### src/rtl/fps_pkg.sv
package fps_pkg;

    // operation handed from the sequencer to the port driver
    typedef enum logic [1:0] {
        OP_IR   = 2'd0,
        OP_DR   = 2'd1,
        OP_TSET = 2'd2,
        OP_TCLR = 2'd3
    } op_kind_t;

    // sequencer phases
    typedef enum logic [2:0] {
        S_IDLE   = 3'd0,
        S_PREP   = 3'd1,
        S_CFG    = 3'd2,
        S_WAIT   = 3'd3,
        S_WORD   = 3'd4,
        S_RDMODE = 3'd5,
        S_BURST  = 3'd6,
        S_FIN    = 3'd7
    } seq_st_t;

endpackage

### src/rtl/fps_tick.sv
module fps_tick #(
    parameter int DIV_W = 16
) (
    input  logic             clk,
    input  logic             rst_n,
    input  logic             en,
    input  logic [DIV_W-1:0] half_div,
    output logic             tick
);

    logic [DIV_W-1:0] cnt_d, cnt_q;

    always_comb begin
        cnt_d = cnt_q;
        tick  = 1'b0;
        if (!en) begin
            cnt_d = '0;
        end else if (cnt_q == half_div) begin
            tick  = 1'b1;
            cnt_d = '0;
        end else begin
            cnt_d = cnt_q + DIV_W'(1);
        end
    end

    always_ff @(posedge clk) begin
        if (!rst_n) cnt_q <= '0;
        else        cnt_q <= cnt_d;
    end

endmodule

### src/rtl/fps_tap_drv.sv
module fps_tap_drv
    import fps_pkg::*;
#(
    parameter int IR_W  = 8,
    parameter int DR_W  = 16,
    parameter int DIV_W = 16
) (
    input  logic             clk,
    input  logic             rst_n,
    input  logic [DIV_W-1:0] half_div,
    input  logic             req,
    input  op_kind_t         req_kind,
    input  logic [DR_W-1:0]  req_val,
    output logic             drv_busy,
    output logic             drv_done,
    output logic             tck,
    output logic             tms,
    output logic             tdi
);

    localparam int LONG_W    = (IR_W > DR_W) ? IR_W : DR_W;
    localparam int MAX_STEPS = 4 + LONG_W + 2;
    localparam int STEP_W    = $clog2(MAX_STEPS + 1);

    typedef struct packed {
        logic              active;
        logic              half;
        logic [STEP_W-1:0] step;
        op_kind_t          kind;
        logic [DR_W-1:0]   sreg;
        logic              lvl;
        logic              done;
    } drv_t;

    drv_t d, q;
    logic tick;
    logic is_shift, in_bits;
    logic [STEP_W-1:0] pre_n, bit_hi, last_step;

    fps_tick #(.DIV_W(DIV_W)) u_tick (
        .clk      (clk),
        .rst_n    (rst_n),
        .en       (q.active),
        .half_div (half_div),
        .tick     (tick)
    );

    always_comb begin
        is_shift  = (q.kind == OP_IR) || (q.kind == OP_DR);
        pre_n     = (q.kind == OP_IR) ? STEP_W'(4) : STEP_W'(3);
        bit_hi    = pre_n + ((q.kind == OP_IR) ? STEP_W'(IR_W) : STEP_W'(DR_W)) - STEP_W'(1);
        last_step = is_shift ? bit_hi + STEP_W'(2) : '0;
        in_bits   = is_shift && (q.step >= pre_n) && (q.step <= bit_hi);

        d      = q;
        d.done = 1'b0;
        if (!q.active) begin
            if (req) begin
                d.active = 1'b1;
                d.half   = 1'b0;
                d.step   = '0;
                d.kind   = req_kind;
                d.sreg   = req_val;
            end
        end else if (tick) begin
            if (!q.half) begin
                d.half = 1'b1;
            end else begin
                d.half = 1'b0;
                if (in_bits) d.sreg = q.sreg >> 1;
                if (q.step == last_step) begin
                    d.active = 1'b0;
                    d.done   = 1'b1;
                    if (q.kind == OP_TSET) d.lvl = 1'b1;
                    if (q.kind == OP_TCLR) d.lvl = 1'b0;
                end else begin
                    d.step = q.step + STEP_W'(1);
                end
            end
        end
    end

    // port levels
    always_comb begin
        tck = q.active && is_shift && q.half;
        tms = 1'b0;
        if (q.active && is_shift) begin
            if (q.step < pre_n)
                tms = (q.kind == OP_IR) ? (q.step < STEP_W'(2)) : (q.step == '0);
            else if (in_bits)
                tms = (q.step == bit_hi);
            else if (q.step == bit_hi + STEP_W'(1))
                tms = 1'b1;
        end
        if (q.active && in_bits)            tdi = q.sreg[0];
        else if (q.active && q.kind == OP_TSET) tdi = 1'b1;
        else if (q.active && q.kind == OP_TCLR) tdi = 1'b0;
        else                                tdi = q.lvl;
    end

    assign drv_busy = q.active;
    assign drv_done = q.done;

    always_ff @(posedge clk) begin
        if (!rst_n) begin
            q        <= '0;
            q.kind   <= OP_TCLR;
            q.lvl    <= 1'b1;
        end else begin
            q <= d;
        end
    end

    AST_REQ_WHEN_IDLE: assert property (@(posedge clk) disable iff (!rst_n)
        req |-> !q.active);
    AST_LVL_HELD_IN_SHIFT: assert property (@(posedge clk) disable iff (!rst_n)
        (q.active && is_shift) |=> $stable(q.lvl));
    AST_DONE_AFTER_WORK: assert property (@(posedge clk) disable iff (!rst_n)
        q.done |-> $past(q.active));

endmodule

### src/rtl/flash_prog_seq.sv
module flash_prog_seq
    import fps_pkg::*;
#(
    parameter int              IR_W         = 8,
    parameter int              DR_W         = 16,
    parameter int              DIV_W        = 16,
    parameter int              BURST_CYCLES = 35,
    parameter logic [IR_W-1:0] OPC_SIG      = 8'h13,
    parameter logic [IR_W-1:0] OPC_ADDR     = 8'h83,
    parameter logic [IR_W-1:0] OPC_WDATA    = 8'h85,
    parameter logic [DR_W-1:0] REG_ACC_ADDR = 16'h0128,
    parameter logic [DR_W-1:0] REG_CLK_ADDR = 16'h012A,
    parameter logic [DR_W-1:0] REG_LCK_ADDR = 16'h012C,
    parameter logic [DR_W-1:0] VAL_UNLOCK   = 16'hA540,
    parameter logic [DR_W-1:0] VAL_CLKSEL   = 16'hA540,
    parameter logic [DR_W-1:0] VAL_CLEAR    = 16'hA500,
    parameter logic [DR_W-1:0] VAL_WRDIS    = 16'hA500,
    parameter logic [DR_W-1:0] VAL_LOCK     = 16'hA510,
    parameter logic [DR_W-1:0] SIG_WRITE    = 16'h2408,
    parameter logic [DR_W-1:0] SIG_READ     = 16'h2409
) (
    input  logic             clk,
    input  logic             rst_n,
    input  logic [DIV_W-1:0] half_div,
    input  logic             start,
    input  logic             in_valid,
    output logic             in_ready,
    input  logic [DR_W-1:0]  in_addr,
    input  logic [DR_W-1:0]  in_data,
    input  logic             in_last,
    output logic             busy,
    output logic             done,
    output logic             tck,
    output logic             tms,
    output logic             tdi
);

    localparam int BURST_OPS = 2 * BURST_CYCLES;
    localparam int CNT_W     = $clog2(BURST_OPS + 1);

    typedef struct packed {
        seq_st_t          st;
        logic [2:0]       sub;
        logic [1:0]       idx;
        logic [CNT_W-1:0] cnt;
        logic             issued;
        logic [DR_W-1:0]  addr;
        logic [DR_W-1:0]  data;
        logic             last;
        logic             done;
    } seq_t;

    seq_t d, q;

    logic            op_req;
    op_kind_t        op_kind;
    logic [DR_W-1:0] op_val;
    logic            drv_busy, drv_done;
    logic [DR_W-1:0] tgt_addr, tgt_data;
    op_kind_t        wr_kind;
    logic [DR_W-1:0] wr_val;
    logic            final_write;

    fps_tap_drv #(.IR_W(IR_W), .DR_W(DR_W), .DIV_W(DIV_W)) u_drv (
        .clk      (clk),
        .rst_n    (rst_n),
        .half_div (half_div),
        .req      (op_req),
        .req_kind (op_kind),
        .req_val  (op_val),
        .drv_busy (drv_busy),
        .drv_done (drv_done),
        .tck      (tck),
        .tms      (tms),
        .tdi      (tdi)
    );

    // target of the register write in progress
    always_comb begin
        tgt_addr = q.addr;
        tgt_data = q.data;
        if (q.st == S_CFG) begin
            case (q.idx)
                2'd0:    begin tgt_addr = REG_ACC_ADDR; tgt_data = VAL_UNLOCK; end
                2'd1:    begin tgt_addr = REG_CLK_ADDR; tgt_data = VAL_CLKSEL; end
                default: begin tgt_addr = REG_LCK_ADDR; tgt_data = VAL_CLEAR;  end
            endcase
        end else if (q.st == S_FIN) begin
            if (q.idx == 2'd0) begin tgt_addr = REG_ACC_ADDR; tgt_data = VAL_WRDIS; end
            else               begin tgt_addr = REG_LCK_ADDR; tgt_data = VAL_LOCK;  end
        end
        case (q.sub)
            3'd0:    begin wr_kind = OP_IR;   wr_val = DR_W'(OPC_SIG);   end
            3'd1:    begin wr_kind = OP_DR;   wr_val = SIG_WRITE;        end
            3'd2:    begin wr_kind = OP_IR;   wr_val = DR_W'(OPC_ADDR);  end
            3'd3:    begin wr_kind = OP_DR;   wr_val = tgt_addr;         end
            3'd4:    begin wr_kind = OP_IR;   wr_val = DR_W'(OPC_WDATA); end
            3'd5:    begin wr_kind = OP_DR;   wr_val = tgt_data;         end
            3'd6:    begin wr_kind = OP_TSET; wr_val = '0;               end
            default: begin wr_kind = OP_TCLR; wr_val = '0;               end
        endcase
        final_write = (q.st == S_FIN) && (q.idx == 2'd1);
    end

    always_comb begin
        d       = q;
        d.done  = 1'b0;
        op_req  = 1'b0;
        op_kind = wr_kind;
        op_val  = wr_val;

        if ((q.st != S_IDLE) && (q.st != S_WAIT) && !q.issued) begin
            op_req   = 1'b1;
            d.issued = 1'b1;
        end
        if (drv_done) d.issued = 1'b0;

        case (q.st)
            S_IDLE: begin
                op_req   = 1'b0;
                d.issued = 1'b0;
                if (start) d.st = S_PREP;
            end
            S_PREP: begin
                op_kind = OP_TCLR;
                if (drv_done) begin
                    d.st  = S_CFG;
                    d.sub = '0;
                    d.idx = '0;
                end
            end
            S_CFG, S_WORD, S_FIN: begin
                if (drv_done) begin
                    if (final_write && q.sub == 3'd6) begin
                        d.st   = S_IDLE;
                        d.done = 1'b1;
                    end else if (q.sub == 3'd7) begin
                        d.sub = '0;
                        if (q.st == S_CFG) begin
                            if (q.idx == 2'd2) d.st = S_WAIT;
                            else               d.idx = q.idx + 2'd1;
                        end else if (q.st == S_WORD) begin
                            d.st = S_RDMODE;
                        end else begin
                            d.idx = q.idx + 2'd1;
                        end
                    end else begin
                        d.sub = q.sub + 3'd1;
                    end
                end
            end
            S_WAIT: begin
                if (in_valid) begin
                    d.addr = in_addr;
                    d.data = in_data;
                    d.last = in_last;
                    d.sub  = '0;
                    d.st   = S_WORD;
                end
            end
            S_RDMODE: begin
                if (q.sub == 3'd0) begin op_kind = OP_IR; op_val = DR_W'(OPC_SIG); end
                else               begin op_kind = OP_DR; op_val = SIG_READ;       end
                if (drv_done) begin
                    if (q.sub == 3'd1) begin
                        d.st  = S_BURST;
                        d.cnt = '0;
                    end else begin
                        d.sub = q.sub + 3'd1;
                    end
                end
            end
            S_BURST: begin
                op_kind = q.cnt[0] ? OP_TCLR : OP_TSET;
                op_val  = '0;
                if (drv_done) begin
                    if (q.cnt == CNT_W'(BURST_OPS - 1)) begin
                        d.sub = '0;
                        d.idx = '0;
                        d.st  = q.last ? S_FIN : S_WAIT;
                    end else begin
                        d.cnt = q.cnt + CNT_W'(1);
                    end
                end
            end
            default: d.st = S_IDLE;
        endcase
    end

    assign in_ready = (q.st == S_WAIT);
    assign busy     = (q.st != S_IDLE);
    assign done     = q.done;

    always_ff @(posedge clk) begin
        if (!rst_n) begin
            q    <= '0;
            q.st <= S_IDLE;
        end else begin
            q <= d;
        end
    end

    AST_DONE_ONE_CYCLE: assert property (@(posedge clk) disable iff (!rst_n)
        q.done |=> !q.done);
    AST_DONE_NOT_BUSY: assert property (@(posedge clk) disable iff (!rst_n)
        q.done |-> !busy);
    AST_READY_DRV_IDLE: assert property (@(posedge clk) disable iff (!rst_n)
        in_ready |-> !drv_busy);
    AST_END_CLOCK_HIGH: assert property (@(posedge clk) disable iff (!rst_n)
        q.done |-> tdi);
    AST_BURST_BOUND: assert property (@(posedge clk) disable iff (!rst_n)
        (q.st == S_BURST) |-> (q.cnt < CNT_W'(BURST_OPS)));

endmodule

### config.mk
export PLATFORM = sky130hd
export DESIGN_NAME = flash_prog_seq
export DESIGN_NICKNAME = d
export VERILOG_FILES = /design/src/rtl/fps_pkg.sv /design/src/rtl/fps_tick.sv /design/src/rtl/fps_tap_drv.sv /design/src/rtl/flash_prog_seq.sv
export SDC_FILE = /design/constraint.sdc
export NUM_CORES = 1
export LEC_CHECK = 0
export BUFFER_PORTS_ARGS = -buffer_cell sky130_fd_sc_hd__clkbuf_2
export CORE_MARGIN = 10
export CORE_UTILIZATION = 35
export CTS_CLUSTER_SIZE = 20
export DETAILED_ROUTE_END_ITERATION = 8
export PLACE_DENSITY = 0.54
export RECOVER_POWER = 100
export REMOVE_ABC_BUFFERS = 1
export SETUP_SLACK_MARGIN = 0.15
export SYNTH_ARGS = -nofsm -noshare
export SYNTH_HDL_FRONTEND = slang
export SYNTH_SLANG_ARGS = --single-unit
### constraint.sdc
create_clock -name clk -period 3.1 [get_ports clk]
set_input_delay 0.155 -clock clk [delete_from_list [all_inputs] [get_ports clk]]
set_output_delay 0.155 -clock clk [all_outputs]
set_load 0.05 [all_outputs]
# Yosys cells after proc, flatten, opt, wreduce, memory -nomap -nowiden
# Cells that the tools add are included.
[totals]
wordCells = 194
inputBits = 53
register_bits = 93
out_inout_bits = 6
[op_classes]
n_bitwise = 2
add_sub_neg = 9
n_eq_ne = 46
n_lt_le_gt_ge = 4
mux = 74
reduce_logical = 42
[op_table]
columns = ["cell", "n"]
rows = [
  ["$mux W16", 6],
  ["$pmux W16 S6", 1],
  ["$mux W7", 6],
  ["$mux W18", 2],
  ["$mux W3", 12],
  ["$pmux W16 S2", 1],
  ["$mux W5", 6],
  ["$mux W25", 1],
  ["$eq A3 B3 Y1 const B", 8],
  ["$mux W8", 3],
  ["$ne A2 B2 Y1 const B", 12],
  ["$mux W1", 20],
  ["$pmux W2 S3", 3],
  ["$pmux W3 S6", 1],
  ["$reduce_and A9 Y1", 2],
  ["$add A16 B1 Y16 const B", 1],
  ["$eq A16 B16 Y1", 1],
  ["$eq A5 B5 Y1", 3],
  ["$mux W15", 1],
  ["$pmux W3 S5", 1],
  ["$reduce_or A3 Y1", 5],
  ["$mux W14", 1],
  ["$pmux W7 S2", 1],
  ["$eq A3 B2 Y1 const B", 4],
  ["38 further kinds", 75],
]

# Depth between registers and ports, before layout
[depth]
depth_word = 11
ltp_mapped = 12
depth_no_buf = 8

# Cells and area by module
# A second synthesis with hierarchy kept.
[hier_totals]
cells_unflattened = 702
area_unflattened_um2 = 5512.8
[modules_own_cells]
columns = ["module", "instances", "area_per_inst_um2", "cells_each", "seq_area_each_um2"]
rows = [
  ["flash_prog_seq", 1, 2897.8, 393, 1001.0],
  ["fps_tap_drv", 1, 1704.1, 207, 540.5],
  ["fps_tick", 1, 910.9, 102, 320.3],
]

# Least setup slack after synthesis
# No wires, ideal clock.
[synth_timing]
kind = "register -> output"
start = "reg u_drv.q[19] (netlist bit)"
end = "out tms"
required_time_ns = 2.945
stages_incl_launch_ff = 10
setup_slack_ns = -0.222
path_buffers = 2
t_arrival_ns = 3.167
cell_sequence = "dfxtp_1 > buf_2 > or2_2 > buf_2 > ha_1 > o31ai_1 > a21oi_1 > o211ai_1 > nand2_1 > a311oi_1"
[synth_via]
elab_chain_cells = 10
word_cells_on_any_way = 21
[synth_lines]
columns = ["element", "line", "rtl"]
rows = [
  ["from (decl)", "fps_tap_drv.sv:35", "drv_t d, q;"],
  ["$logic_not A2 Y1", "--", ""],
  ["$mux W3 / $mux W5 (equally long branches)", "fps_tap_drv.sv:50, fps_tap_drv.sv:51", ""],
  ["$add A5 B5 Y5", "fps_tap_drv.sv:51", "bit_hi = pre_n + ((q.kind == OP_IR) ? STEP_W'(IR_W) : STEP_W'(DR_W)) - STEP_W'(1);"],
  ["$sub A5 B1 Y5", "fps_tap_drv.sv:51", ""],
  ["$add A5 B1 Y5", "fps_tap_drv.sv:92", "else if (q.step == bit_hi + STEP_W'(1))"],
  ["$eq A5 B5 Y1", "fps_tap_drv.sv:92", ""],
  ["$mux W1", "fps_tap_drv.sv:92", ""],
  ["$mux W1", "fps_tap_drv.sv:90", "else if (in_bits)"],
  ["$mux W1", "fps_tap_drv.sv:88", "if (q.step < pre_n)"],
  ["$mux W1 (*)", "fps_tap_drv.sv:87", "if (q.active && is_shift) begin"],
  ["to (decl)", "flash_prog_seq.sv:34", "output logic tms,"],
]
# Mark *: on every way between the ends. The rest lies on a longest branch, timed or not.

# Worst setup path after layout
[layout_timing]
start = "reg u_drv.q[18] (netlist bit)"
end = "out tms"
# The elaborated chain is that of the path after synthesis.

==> flow_metrics.py <==
metrics = {
    "placed_design": {
        "io_buffers": 58,
        "dp_worst_setup_slack_ps": 240,
        "routabilityCongestion": 0.871,
        "dp_hpwl_mm": 10.4,
    },
    "timing": {
        "setup_slack_ps": 231,
        "hold_viol": 0,
        "rsz0062_at_grt": "false",
        "max_clock_freq_mhz": 349,
        "timing.hold.ws_ps": 55.0,
        "finalMaxSlewViolations": 0,
        "period_minus_slack_ps": 2870,
        "final-setup-viol-count": 0,
        "worst-slew-pin-transition_ps": 910,
        "timing.final.crit_share_pct": 92.6,
        "fin_skew_ps": 6.18,
        "max_slew_margin_pct": 39.4,
    },
    "final_layout": {
        "syn_to_final_growth_pct": 15.6,
        "most-common-layout-cells": "dfxtp_1 (93), nand2_1 (75), nor2_1 (56), mux2i_1 (55), clkbuf_2 (55)",
        "drive_gt1_share_pct": 12.6,
        "diodes": 0,
        "fin_util_pct": 41.5,
        "mostFrequentLayoutCell": "dfxtp_1",
        "nNetsFinal": 802,
    },
    "die": {
        "io_pins": 59,
        "die_area_mm2": 0.0211,
        "rows": 45,
        "core_mm2": 0.0153,
        "start_util_pct": 35.9,
        "die_w_um": 145,
        "fp.dieH_um": 145,
    },
    "setup_path": {
        "startpoint_type": "flop",
        "end_kind": "output pin",
        "reg2reg_depth": 10,
        "crit_chain": "or2_4 -> ha_4 -> o31ai_1 -> a21oi_1 -> o211ai_1 -> nand2_1 -> a311oi_2 -> clkbuf_2",
        "rrSetupSlack_ps": 240,
        "required_ps": 2940,
        "critPathLaunch": "u_drv.q[18]$_SDFFE_PN1P_",
        "r2r_start": "u_drv.q[18]$_SDFFE_PN1P_",
        "critPathKind": "flop to output pin",
        "crit-reg2reg-capture": "u_drv.q[8]$_SDFFE_PN0P_",
        "cp_max_fo": 10,
        "slowest_delay_ps": 390,
        "critPathSlowestCell": "o211ai_1",
        "setup.worst_path.end": "tms",
        "crit_arrival_ps": 2710,
    },
    "cts": {
        "cts_buffer_depth": 2,
        "cts_tree": "built",
        "htreeDepth": 3,
        "clk_latency_ps": 350,
        "holdBufCountCts": 0,
        "cts_buffers": 9,
        "clk_pin_slew_worst_paths_ps": 60,
        "clock-sinks": 93,
        "root_buffer": "clkbuf_16",
    },
    "yosys": {
        "avgSynthCellArea_um2": 8.05,
        "synth-xor-area-share_pct": 5.74,
        "synth_top_flop_cell": "dfxtp_1",
        "synth_top_family_by_area": "simple AND/OR/NAND/NOR gates",
        "syn_inst": 683,
        "synth_edf_count": 0,
        "yosysTopAreaCellShare_pct": 33.9,
        "async_flop_share_pct": 0,
        "synth_area_leaders": "dfxtp_1 (34%), mux2i_1 (10%), nand2_1 (5.1%)",
        "synth_top_cell_by_area": "dfxtp_1",
        "ys_ff_latch": 93,
        "synth_compound_area_share_pct": 17.3,
        "synth.mux.area_fraction_pct": 10.0,
        "yosysWarnings": 0,
        "synthDistinctLibCells": 58,
        "synthSimpleGateAreaFrac_pct": 23.1,
        "syn_area_mm2": 0.00550,
        "synth-adder-area-share_pct": 4.46,
        "yosysSeqAreaShare_pct": 33.9,
    },
    "routing": {
        "wirelength_mm": 14.3,
        "first_pass_iters": 7,
        "via_per_inst": 5.18,
        "post-route-drc-count": 0,
        "wire_per_inst_um": 15.1,
        "drtAntennaViolNets": 0,
        "drt_iter0_markers": 376,
        "vias": 4905,
    },
    "global_route": {
        "grt_pass1_vias": 4811,
        "grt_max_degree": 80,
        "grt_antenna_before_repair": 0,
        "grt_pass1_wl_mm": 24.2,
        "grt_use_total_pct": 13.5,
        "grt_overflow": 0,
    },
    "power_and_ir_drop": {
        "ir_worst_vdd_mv": 0.358,
        "leakage_nw": 2.25,
        "power_density_mw_per_mm2": 554,
    },
    "min_path": {
        "worstHoldPathCells": 3,
        "hold_class": "input pin to flop",
    },
    "run_status": {
        "status": "complete, no violations",
    },
    "run": {
        "maxCapViolations": 0,
    },
}
[registers in the layout (all words and copies together) (netlist names)]
name	count
u_drv.u_tick.cnt_q	16
u_drv.q	25
done	1
u_drv.drv_busy	1
u_drv.drv_done	1
q	49
[through the flow]
| stage | power [mW] | TNS, ps | cell area [µm²] | std cells |
|---|---|---|---|---|
| final | 3.52 | 0 | 6350 | 947 |
| after global routing | 3.72 | 0 | 6350 | 947 |
| after CTS | 3.58 | 0 | 6380 | 947 |
| after detailed placement | 2.42 | 0 | 6040 | 930 |
| after global placement | 2.41 | 0 | 6040 | 930 |
| after floorplan | 2.04 | -121040 | 5290 | 639 |
[cell type report]
cell class,count,area (µm²)
Clock buffer,11,243
Clock inverter,5,58.8
Multi-Input combinational cell,520,3370
Timing Repair Buffer,81,454
Tap cell,211,264
Fill cell,1612,8960
Sequential cell,93,1860
Inverter,26,97.6
[cells by family (layout without fill, tap and decap cells)]
family / count (synthesis) / in the layout
AOI/OAI and AO/OA: 149 / 149
muxes: 55 / 55
xor gates and xnor gates: 36 / 36
DFF: 93 / 93
adders and majority gates: 20 / 20
buffers and inverters: 70 / 123
and+or+nand+nor: 260 / 260
[report_power, final]
| group | internal, mW | switching, mW | total [mW] |
|---|---|---|---|
| logic | 0.381 | 0.659 | 1.04 |
| registers | 1.25 | 0.106 | 1.35 |
| clock network | 0.649 | 0.476 | 1.13 |
| total | 2.28 | 1.24 | 3.52 |
[layer usage]
metal | wire length [µm] | track usage (%)
met1 | 6890 | 17.3
met2 | 6690 | 21.9
met3 | 504 | 2.61
met4 | 260 | 5.01
met5 | 0 | 0
[repair_timing]
action / CTS / global route
setup buffers: 1 / 0
setup endpoints to repair: 2 / 9
pin swaps: 1 / 2
resized for setup: 7 / 3
[cell usage after synthesis, types with 5 or more instances]
master and instances:
a21oi_1 37, nand2b_1 10, and2_1 5, and3_1 7, o22ai_1 11, nor2_1 56
clkbuf_1 26, nand3_1 27, buf_2 11, o21ai_0 40, nor2b_1 33, xnor2_1 11
nand2_1 75, nor4_1 8, inv_1 25, or3_1 6, xor2_1 25, mux2i_1 55
a22oi_1 6, nand4_1 5, o31ai_1 9, ha_1 18, nor3_1 14, o211ai_1 5
a31oi_1 5, dfxtp_1 93
[worst min path at each step]
stage	from	slack (ps)	end
3_3_place_gp	in_data[15]	400	q[17]$_SDFFE_PN0P_
5_1_grt	in_addr[15]	70	q[33]$_SDFFE_PN0P_
3_5_place_dp	in_data[15]	400	q[17]$_SDFFE_PN0P_
2_1_floorplan	rst_n	230	u_drv.q[19]$_SDFFE_PN1P_
6_report	in_data[15]	60	q[17]$_SDFFE_PN0P_
4_1_cts	in_data[15]	40	q[17]$_SDFFE_PN0P_
[worst max-delay path, delay by kind of cell, from the launching register on]
kind                     cells  cell delay, ps
AO/OA/AOI/OAI                4            1030
AND/OR/NAND/NOR              2             420
flip-flops                   1             350
buffers and inverters        1             320
adder cells (fa/ha/maj)      1             260
No activity file was read; power rests on OpenSTA's default activity.
